## src/rtl/i2c_adc_pkg.sv

```systemverilog
package i2c_adc_pkg;

  localparam int BYTE_W = 8;
  localparam int CODE_W = 6;

  typedef enum logic [2:0] {
    ST_IDLE,
    ST_ADDR,
    ST_ADDR_ACK,
    ST_CMD,
    ST_CMD_ACK,
    ST_TX,
    ST_TX_ACK,
    ST_SKIP
  } bus_state_t;

  typedef struct packed {
    logic       single;
    logic [2:0] chan;
    logic [1:0] pwr;
  } cmd_fields_t;

endpackage

```

## src/rtl/i2c_line_sync.sv

```systemverilog
module i2c_line_sync #(
  parameter int STAGES = 2
) (
  input  logic clk,
  input  logic rst,
  input  logic scl_in,
  input  logic sda_in,
  output logic scl_lvl,
  output logic sda_lvl,
  output logic scl_rise,
  output logic scl_fall,
  output logic start_det,
  output logic stop_det
);

  logic [STAGES-1:0] scl_pipe;
  logic [STAGES-1:0] sda_pipe;
  logic              scl_q;
  logic              sda_q;

  // synchroniser chain, one flop per stage, idle-high reset
  for (genvar g = 0; g < STAGES; g++) begin : g_stage
    if (g == 0) begin : g_first
      always_ff @(posedge clk) begin
        if (rst) begin
          scl_pipe[0] <= 1'b1;
          sda_pipe[0] <= 1'b1;
        end else begin
          scl_pipe[0] <= scl_in;
          sda_pipe[0] <= sda_in;
        end
      end
    end else begin : g_next
      always_ff @(posedge clk) begin
        if (rst) begin
          scl_pipe[g] <= 1'b1;
          sda_pipe[g] <= 1'b1;
        end else begin
          scl_pipe[g] <= scl_pipe[g-1];
          sda_pipe[g] <= sda_pipe[g-1];
        end
      end
    end
  end

  always_ff @(posedge clk) begin
    if (rst) begin
      scl_q <= 1'b1;
      sda_q <= 1'b1;
    end else begin
      scl_q <= scl_lvl;
      sda_q <= sda_lvl;
    end
  end

  assign scl_lvl   = scl_pipe[STAGES-1];
  assign sda_lvl   = sda_pipe[STAGES-1];
  assign scl_rise  = scl_lvl & ~scl_q;
  assign scl_fall  = ~scl_lvl & scl_q;
  assign start_det = scl_lvl & scl_q & sda_q & ~sda_lvl;
  assign stop_det  = scl_lvl & scl_q & ~sda_q & sda_lvl;

endmodule

```

## src/rtl/i2c_adc_cmd_bank.sv

```systemverilog
module i2c_adc_cmd_bank
  import i2c_adc_pkg::*;
#(
  parameter int DATA_W = 12
) (
  input  logic              clk,
  input  logic              rst,
  input  logic              cmd_load,
  input  logic [CODE_W-1:0] cmd_code,
  input  logic [DATA_W-1:0] sample_data,
  output cmd_fields_t       fields,
  output logic              sample_req,
  output logic [DATA_W-1:0] result
);

  always_ff @(posedge clk) begin
    if (rst) begin
      fields     <= '0;
      sample_req <= 1'b0;
      result     <= '0;
    end else begin
      sample_req <= cmd_load;
      if (cmd_load) begin
        fields <= cmd_code;
      end
      if (sample_req) begin
        result <= sample_data;
      end
    end
  end

  // the request is a lone one-cycle pulse
  p_req_single_r4: assert property (@(posedge clk) disable iff (rst)
    sample_req |=> !sample_req);

  // fields move only when the protocol engine loads a command
  p_fields_hold_r3: assert property (@(posedge clk) disable iff (rst)
    !cmd_load |=> $stable(fields));

  // the readout value changes only on a sample request
  p_result_hold_r6: assert property (@(posedge clk) disable iff (rst)
    !sample_req |=> $stable(result));

endmodule

```

## src/rtl/i2c_adc_fsm.sv

```systemverilog
module i2c_adc_fsm
  import i2c_adc_pkg::*;
#(
  parameter int                PREFIX_W    = 5,
  parameter logic [PREFIX_W-1:0] ADDR_PREFIX = 5'b10010,
  parameter int                STRAP_W     = 2,
  parameter int                DATA_W      = 12
) (
  input  logic               clk,
  input  logic               rst,
  input  logic               scl_lvl,
  input  logic               sda_lvl,
  input  logic               scl_rise,
  input  logic               scl_fall,
  input  logic               start_det,
  input  logic               stop_det,
  input  logic [STRAP_W-1:0] strap,
  input  logic [DATA_W-1:0]  result,
  output logic               sda_pull,
  output logic               cmd_load,
  output logic [CODE_W-1:0]  cmd_code,
  output logic               read_nacked
);

  localparam int ADDR_W  = PREFIX_W + STRAP_W;
  localparam int FRAME_W = 2 * BYTE_W;
  localparam int PAD_W   = FRAME_W - DATA_W;

  bus_state_t        state;
  logic [2:0]        bit_cnt;
  logic              byte_full;
  logic [BYTE_W-1:0] rx_sh;
  logic [BYTE_W-1:0] tx_sh;
  logic              rd_dir;
  logic              tx_second;
  logic              ack_seen;
  logic              addr_hit;
  logic [FRAME_W-1:0] frame;

  assign addr_hit = (rx_sh[BYTE_W-1 -: ADDR_W] == {ADDR_PREFIX, strap});
  assign frame    = {{PAD_W{1'b0}}, result};

  always_ff @(posedge clk) begin
    if (rst) begin
      state       <= ST_IDLE;
      bit_cnt     <= '0;
      byte_full   <= 1'b0;
      rx_sh       <= '0;
      tx_sh       <= '0;
      rd_dir      <= 1'b0;
      tx_second   <= 1'b0;
      ack_seen    <= 1'b0;
      sda_pull    <= 1'b0;
      cmd_load    <= 1'b0;
      cmd_code    <= '0;
      read_nacked <= 1'b0;
    end else begin
      cmd_load <= 1'b0;
      if (start_det) begin
        state     <= ST_ADDR;
        bit_cnt   <= '0;
        byte_full <= 1'b0;
        sda_pull  <= 1'b0;
      end else if (stop_det) begin
        state     <= ST_IDLE;
        byte_full <= 1'b0;
        sda_pull  <= 1'b0;
      end else begin
        case (state)
          ST_ADDR, ST_CMD: begin
            if (scl_rise) begin
              rx_sh   <= {rx_sh[BYTE_W-2:0], sda_lvl};
              bit_cnt <= bit_cnt + 3'd1;
              if (bit_cnt == 3'd7) byte_full <= 1'b1;
            end
            if (scl_fall && byte_full) begin
              byte_full <= 1'b0;
              if (state == ST_ADDR) begin
                if (addr_hit) begin
                  rd_dir   <= rx_sh[0];
                  state    <= ST_ADDR_ACK;
                  sda_pull <= 1'b1;
                end else begin
                  state <= ST_SKIP;
                end
              end else begin
                cmd_code <= rx_sh[BYTE_W-1 -: CODE_W];
                state    <= ST_CMD_ACK;
                sda_pull <= 1'b1;
              end
            end
          end
          ST_ADDR_ACK: begin
            if (scl_fall) begin
              bit_cnt <= '0;
              if (rd_dir) begin
                tx_second <= 1'b0;
                tx_sh     <= frame[FRAME_W-1 -: BYTE_W];
                sda_pull  <= ~frame[FRAME_W-1];
                state     <= ST_TX;
              end else begin
                sda_pull <= 1'b0;
                state    <= ST_CMD;
              end
            end
          end
          ST_CMD_ACK: begin
            if (scl_fall) begin
              sda_pull <= 1'b0;
              cmd_load <= 1'b1;
              state    <= ST_SKIP;
            end
          end
          ST_TX: begin
            if (scl_fall) begin
              bit_cnt <= bit_cnt + 3'd1;
              if (bit_cnt == 3'd7) begin
                sda_pull <= 1'b0;
                state    <= ST_TX_ACK;
              end else begin
                tx_sh    <= {tx_sh[BYTE_W-2:0], 1'b0};
                sda_pull <= ~tx_sh[BYTE_W-2];
              end
            end
          end
          ST_TX_ACK: begin
            if (scl_rise) ack_seen <= ~sda_lvl;
            if (scl_fall) begin
              if (!tx_second) begin
                if (ack_seen) begin
                  tx_second <= 1'b1;
                  tx_sh     <= frame[BYTE_W-1:0];
                  sda_pull  <= ~frame[BYTE_W-1];
                  bit_cnt   <= '0;
                  state     <= ST_TX;
                end else begin
                  state <= ST_SKIP;
                end
              end else begin
                read_nacked <= ~ack_seen;
                state       <= ST_SKIP;
              end
            end
          end
          default: ;
        endcase
      end
    end
  end

  // the pull-down only moves while the clock line is low
  p_pull_scl_low_r8: assert property (@(posedge clk) disable iff (rst)
    !$stable(sda_pull) |-> !scl_lvl);

  // the pull-down is only active in acknowledge or transmit phases
  p_pull_states_r8: assert property (@(posedge clk) disable iff (rst)
    sda_pull |-> (state == ST_ADDR_ACK || state == ST_CMD_ACK || state == ST_TX));

  // an address acknowledge follows only a matching address
  p_ack_match_r1: assert property (@(posedge clk) disable iff (rst)
    (state == ST_ADDR_ACK && $past(state) == ST_ADDR) |-> $past(addr_hit));

  // a command load follows only the command acknowledge bit
  p_load_after_ack_r4: assert property (@(posedge clk) disable iff (rst)
    cmd_load |-> $past(state) == ST_CMD_ACK);

  // the end-of-read flag changes only after the second byte
  p_nack_update_r7: assert property (@(posedge clk) disable iff (rst)
    !$stable(read_nacked) |-> ($past(state) == ST_TX_ACK && $past(tx_second)));

endmodule

```

## src/rtl/i2c_adc_responder.sv

```systemverilog
module i2c_adc_responder
  import i2c_adc_pkg::*;
#(
  parameter int                  DATA_W      = 12,
  parameter int                  PREFIX_W    = 5,
  parameter logic [PREFIX_W-1:0] ADDR_PREFIX = 5'b10010,
  parameter int                  STRAP_W     = 2,
  parameter int                  SYNC_STAGES = 2
) (
  input  logic               clk,
  input  logic               rst,
  input  logic               scl_in,
  input  logic               sda_in,
  input  logic [STRAP_W-1:0] strap,
  input  logic [DATA_W-1:0]  sample_data,
  output logic               sda_pull,
  output logic               sample_req,
  output logic               cfg_single,
  output logic [2:0]         cfg_chan,
  output logic [1:0]         cfg_pwr,
  output logic               read_nacked
);

  logic              scl_lvl;
  logic              sda_lvl;
  logic              scl_rise;
  logic              scl_fall;
  logic              start_det;
  logic              stop_det;
  logic              cmd_load;
  logic [CODE_W-1:0] cmd_code;
  logic [DATA_W-1:0] result;
  cmd_fields_t       fields;

  i2c_line_sync #(
    .STAGES(SYNC_STAGES)
  ) u_sync (
    .clk      (clk),
    .rst      (rst),
    .scl_in   (scl_in),
    .sda_in   (sda_in),
    .scl_lvl  (scl_lvl),
    .sda_lvl  (sda_lvl),
    .scl_rise (scl_rise),
    .scl_fall (scl_fall),
    .start_det(start_det),
    .stop_det (stop_det)
  );

  i2c_adc_fsm #(
    .PREFIX_W   (PREFIX_W),
    .ADDR_PREFIX(ADDR_PREFIX),
    .STRAP_W    (STRAP_W),
    .DATA_W     (DATA_W)
  ) u_fsm (
    .clk        (clk),
    .rst        (rst),
    .scl_lvl    (scl_lvl),
    .sda_lvl    (sda_lvl),
    .scl_rise   (scl_rise),
    .scl_fall   (scl_fall),
    .start_det  (start_det),
    .stop_det   (stop_det),
    .strap      (strap),
    .result     (result),
    .sda_pull   (sda_pull),
    .cmd_load   (cmd_load),
    .cmd_code   (cmd_code),
    .read_nacked(read_nacked)
  );

  i2c_adc_cmd_bank #(
    .DATA_W(DATA_W)
  ) u_bank (
    .clk        (clk),
    .rst        (rst),
    .cmd_load   (cmd_load),
    .cmd_code   (cmd_code),
    .sample_data(sample_data),
    .fields     (fields),
    .sample_req (sample_req),
    .result     (result)
  );

  assign cfg_single = fields.single;
  assign cfg_chan   = fields.chan;
  assign cfg_pwr    = fields.pwr;

endmodule

```

## config.mk

```make
export PLATFORM = sky130hd
export DESIGN_NAME = i2c_adc_responder
export DESIGN_NICKNAME = d
export VERILOG_FILES = /design/src/rtl/i2c_adc_pkg.sv /design/src/rtl/i2c_line_sync.sv /design/src/rtl/i2c_adc_cmd_bank.sv /design/src/rtl/i2c_adc_fsm.sv /design/src/rtl/i2c_adc_responder.sv
export SDC_FILE = /design/constraint.sdc
export NUM_CORES = 1
export LEC_CHECK = 0
export CORE_MARGIN = 8
export CORE_UTILIZATION = 50
export DETAILED_ROUTE_END_ITERATION = 10
export PLACE_DENSITY = 0.75
export SETUP_SLACK_MARGIN = 0.2
export SYNTH_ARGS = -nofsm -noshare
export SYNTH_HDL_FRONTEND = slang
export SYNTH_SLANG_ARGS = --single-unit
```

## constraint.sdc

```tcl
create_clock -name clk -period 1.8 [get_ports clk]
set_input_delay 0.18 -clock clk [delete_from_list [all_inputs] [get_ports clk]]
set_output_delay 0.18 -clock clk [all_outputs]
set_load 0.01 [all_outputs]
```

* Word-level counts from Yosys, hierarchy flattened *
Cells that the tools add are included.

cells by class
  add/subtract/negate cells = 1
  multiplexer cells = 51
  equal/unequal tests = 26
  bitwise gates (word level) = 18
  reduce and logical (&&, ||, !) cells = 24

operators with widths
  operator              count
  $mux W7               7
  $mux W3               15
  $ne A4 B3 Y1 const B  6
  $mux W1               22
  $pmux W7 S3           1
  $ne A2 B1 Y1 const B  8
  $pmux W3 S5           1
  $reduce_and A7 Y1     2
  $eq A3 B3 Y1 const B  4
  $pmux W3 S4           1
  $reduce_and A6 Y1     2
  $not A1 Y1            11
  $reduce_and A10 Y1    1
  $reduce_and A5 Y1     2
  $reduce_and A9 Y1     1
  $reduce_and A4 Y1     2
  $reduce_and A8 Y1     1
  $and A1 B1 Y1         7
  $eq A7 B7 Y1          1
  $reduce_bool A7 Y1    1
  $eq A3 B2 Y1 const B  2
  $ne A2 B2 Y1 const B  3
  $reduce_bool A2 Y1    3
  $pmux W1 S5           1
  13 further kinds      15

word-level totals
  output and inout bits = 9
  flip-flop bits (word level) = 59
  logic and storage cells = 144
  bits of input ports = 18

* Logic depth before layout (Yosys ltp) *
  depth in word-level cells = 7
  gate-level depth with buffers = 7
  depth with buffers taken out = 7

* By module *
From an unflattened synthesis, not the netlist that was laid out.

unflattened totals
  cells, all modules = 299
  area, all modules = 2752.6 µm²

by module, submodules not included
  module            seq. area each (µm²)  times used  area each (µm²)  cells an instance
  i2c_adc_fsm       680.7                 1           1901.8           223
  i2c_adc_cmd_bank  380.4                 1           660.6            60
  i2c_line_sync     120.1                 1           190.2            16

* Worst setup path before layout *
OpenSTA, ideal clock, no wires.

  path type = register to register
  start = register u_fsm.bit_cnt[0]
  end = register u_fsm.tx_sh[1]
  data required time = 1.672 ns
  period minus slack after synthesis = 1.711 ns
  path buffers = 0
  stages on the path, launching flop included = 8
  slack = 0.089 ns
  library setup time = 0.128 ns
  data arrival time = 1.583 ns
  cell sequence = dfxtp_1 -> ha_1 -> ha_1 -> and4bb_2 -> a31oi_1 -> a21oi_4 -> mux2i_1 -> nor2_1

between the ends
  word-level cells in the longest chain between the ends = 3

ends and longest elaborated chain
  item                          RTL line            source
  from (decl)                   i2c_adc_fsm.sv:30   logic [2:0] bit_cnt;
  from (signal assigned)        i2c_adc_fsm.sv:73   bit_cnt <= bit_cnt + 3'd1;
  from (signal assigned)        i2c_adc_fsm.sv:116  bit_cnt <= bit_cnt + 3'd1;
  $eq A3 B3 Y1                  i2c_adc_fsm.sv:117  if (bit_cnt == 3'd7) begin
  $ne A2 B2 Y1 (no line)        n/a
  $reduce_and A10 Y1 (no line)  n/a
  to (signal assigned)          i2c_adc_fsm.sv:98   tx_sh <= frame[FRAME_W-1 -: BYTE_W];
  to (signal assigned)          i2c_adc_fsm.sv:121  tx_sh <= {tx_sh[BYTE_W-2:0], 1'b0};
  to (signal assigned)          i2c_adc_fsm.sv:132  tx_sh <= frame[BYTE_W-1:0];
  to (decl)                     i2c_adc_fsm.sv:33   logic [BYTE_W-1:0] tx_sh;

Every way passes these cells.
A chain may end at the register's enable or synchronous reset.

* Final worst setup path *
  start = register u_fsm.bit_cnt[0]
  end = register u_fsm.tx_sh[3]

Same word-level chain as after synthesis.

==> impl_results.md <==
* Grt met3 use at 5.00%
* EDFF count, synth at 0
* Register area at 1200 um2
* Syn-to-layout area delta at 28.7%
* Register area share after synthesis at 46.5%
* Reg2reg start: u_fsm.bit_cnt[0]
* GR Util met1 at 17.4%
* Clock transition at the registers of the reported paths at 0.06 ns
* DIE AREA at 7610 um2
* Final antenna-violating net count at 0
* Syn Area/Cell at 9.07 um2
* Total Neg Setup Slack at 0 ns
* 1st-pass router iterations at 4
* Tcrit/Tclk final at 94.1%
* Lkg Pwr at 0.00107 uW
* Yosys Warn Count at 0
* Final setup margin at 0.106 ns
* IO Count at 27
* Status: complete, no violations
* CP arrival at 1.91 ns
* Root Buffer: clkbuf_8
* Maxcap violations at 0
* Routability cong. at 0.803
* Vias in the first global route at 2,009
* Max Freq at 590 MHz
* Total grt overflow at 0
* N_diodes at 0
* Synth Register Bits at 59
* Yosys top cell by area: dfxtp_1
* Worst Hold Class: in2reg
* WHS Path Cells at 2
* Post-CTS Hold Buffers at 0
* Final min period at 1.69 ns
* Cell Area, Synth at 2540 um2
* Top post-synthesis cells by area: dfxtp_1 (47%), mux2i_1 (12%), nor2_1 (6.5%), nand2_1 (4.1%), a21oi_1 (3.9%)
* Final slew viol count at 0
* CP endpoint kind: flip-flop
* Gr busiest metal: met2
* Length in cells of the worst reg-to-reg path at 8
* Synth async-reset ratio at 0%
* Final net count at 340
* DP Worst Slack at 0.0139 ns
* GR Util All Layers at 15.3%
* Inserted Clock Buffers at 9
* Initial drt markers at 123
* CTS HTree Levels at 3
* RSZ-0062 raised after global routing: true
* PwrDens at 784 nW/um2
* Final wirelength at 5.47 mm
* M2 GR Usage at 24.4%
* Startpoint Class: flip-flop
* TritonCTS clock tree: yes
* Clock latency on the worst-skew pair at 0.33 ns
* Area occupied by multi-input gates at 1360 um2
* Post-route DRC at 0
* Share of cells above drive strength 1 at 20.4%
* Crit path required time at 2.02 ns
* Setup Viol. Count Final at 0
* VDD IR-drop max at 0.537 mV
* TritonCTS sink count at 59
* Largest net degree at the start of global routing at 31
* Row Count at 26
* Most common cell after layout, fill and taps aside: dfxtp_1
* Cells after Synth at 280
* Filler Cells Inserted at 418
* Reg2reg end: u_fsm.tx_sh[3]
* Final Skew at 0.00387 ns
* Final hold violation count at 0
* Synth Flop Type: dfxtp_1
* CP Max Fanout at 8
* Most frequent cells in the layout: dfxtp_1 (50), nor2_1 (43), mux2i_1 (31)
* Die H at 87.3 um
* Core Region at 5010 um2
* Total number of vias at 2,090
* Slew HR at 68.0%
* Post-DP HPWL at 3.67 mm
* Synth top area share at 46.5%
* First-pass GRT wire length at 9.12 mm
* R2r setup slk at 0.11 ns
* Crit path kind: reg2reg
* Actual slew at the worst max-slew pin at 0.478 ns
* I/O Buffers at 26
* Antenna violations before repair at 0
* Hold Path End: u_fsm.cmd_code[4]
* Net Count, Synth at 300
* Drt wl/cell at 13.9 um
* Via-to-Cell Ratio at 5.32
* Maximum buffer depth of the clock tree at 2
* Count of different cell masters after synthesis at 43
* Hold path start: rst
* Die width at 87.3 um
* Starting Density at 50.7%
==> cells in the mapped netlist, types with 2 or more instances <==
cell type / count
dfxtp_1: 59
a31oi_1: 3
or2_2: 6
o22ai_1: 3
nor2b_1: 7
nor2_1: 44
nand3b_1: 2
nand2_1: 28
a2bb2oi_1: 3
mux2i_1: 31
buf_2: 6
inv_1: 3
nand3_1: 4
o21bai_1: 3
buf_6: 2
ha_1: 2
clkbuf_1: 8
a211oi_1: 4
nand2b_1: 4
nor3_1: 3
and4bb_2: 2
xnor2_1: 3
a22oi_1: 4
o21ai_0: 6
a311oi_1: 3
a21oi_1: 20
==> cells by family after synthesis <==
group                      share of synthesized area [%]
adders and majority gates                          0.986
DFF                                                 46.5
AOI/OAI and AO/OA                                   15.1
xor gates and xnor gates                            1.04
muxes                                               12.2
and+or+nand+nor                                     20.0
buffers and inverters                               4.14
==> metrics by stage <==
| stage | area, um2 | hold slack, ns | instances | utilization (%) | power (uW) |
|---|---|---|---|---|---|
| after global routing | 3270 | 0.312 | 393 | 65.2 | 2650 |
| final | 3270 | 0.288 | 393 | 65.2 | 2560 |
| after floorplan | 2580 | 0.284 | 280 | - | 1400 |
| after detailed placement | 2960 | 0.402 | 373 | 59.0 | 1450 |
| after global placement | 2960 | 0.391 | 373 | 59.0 | 1450 |
| after CTS | 3200 | 0.269 | 390 | 63.8 | 2600 |
==> area by class of cell <==
cell class	count	area share, %
timing repair buffer	47	13.1
clock buffer	12	4.44
sequential	59	36.7
multi-input combinational	200	41.6
clock inverter	2	1.15
tap	70	2.68
inverter	3	0.345
==> worst max-delay path by stage <==
stage | cells past startpoint | slack, ns | to | start
2_1_floorplan | 7 | 0.17 | u_fsm.tx_sh[1] | u_fsm.bit_cnt[0]
3_3_place_gp | 6 | 0.06 | u_fsm.sda_pull | strap[0]
3_5_place_dp | 6 | 0.01 | u_fsm.sda_pull | strap[0]
4_1_cts | 8 | 0.10 | u_fsm.tx_sh[3] | u_fsm.bit_cnt[1]
5_1_grt | 8 | 0.02 | u_fsm.tx_sh[3] | u_fsm.bit_cnt[0]
6_report | 8 | 0.11 | u_fsm.tx_sh[3] | u_fsm.bit_cnt[0]
==> critical path, cell delays in order (launching register included) <==
cell and delay, ns:
dfxtp_2 0.34, ha_4 0.16, ha_4 0.15, and4bb_2 0.33, a31oi_4 0.05, a21oi_4 0.17
buf_12 0.14, mux2i_1 0.19, nor2_1 0.05
==> layer usage <==
metal / part of all wire [%] / routed length, um
met1: 45 / 2460
met2: 47 / 2590
met3: 5.2 / 285
met4: 2.5 / 136
met5: 0 / 0
==> what timing repair did <==
item                                    CTS  global route
gates resized for setup                   8            15
pin swaps                                 3             7
buffers inserted                          3             3
endpoints found under the setup margin   19            28
==> sequential cells by signal (all words and copies together), names as in the netlist <==
register	cells
u_bank.result	12
u_fsm.rx_sh	8
u_fsm.tx_sh	7
u_bank.fields	6
u_fsm.cmd_code	6
u_fsm.bit_cnt	3
u_fsm.state	3
u_bank.sample_req	1
u_fsm.ack_seen	1
u_fsm.byte_full	1
u_fsm.cmd_load	1
u_fsm.rd_dir	1
u_fsm.read_nacked	1
u_fsm.sda_pull	1
u_fsm.tx_second	1
u_sync.scl_lvl	1
u_sync.scl_pipe	1
u_sync.scl_q	1
u_sync.sda_lvl	1
u_sync.sda_pipe	1
u_sync.sda_q	1
==> report_power, final <==
group          total, uW  internal [uW]  switching (uW)
combinational        101           56.4            44.8
clock               1140            662             479
sequential          1320           1310            9.83
total               2560           2030             533
Power figures use the tool's default switching activity.
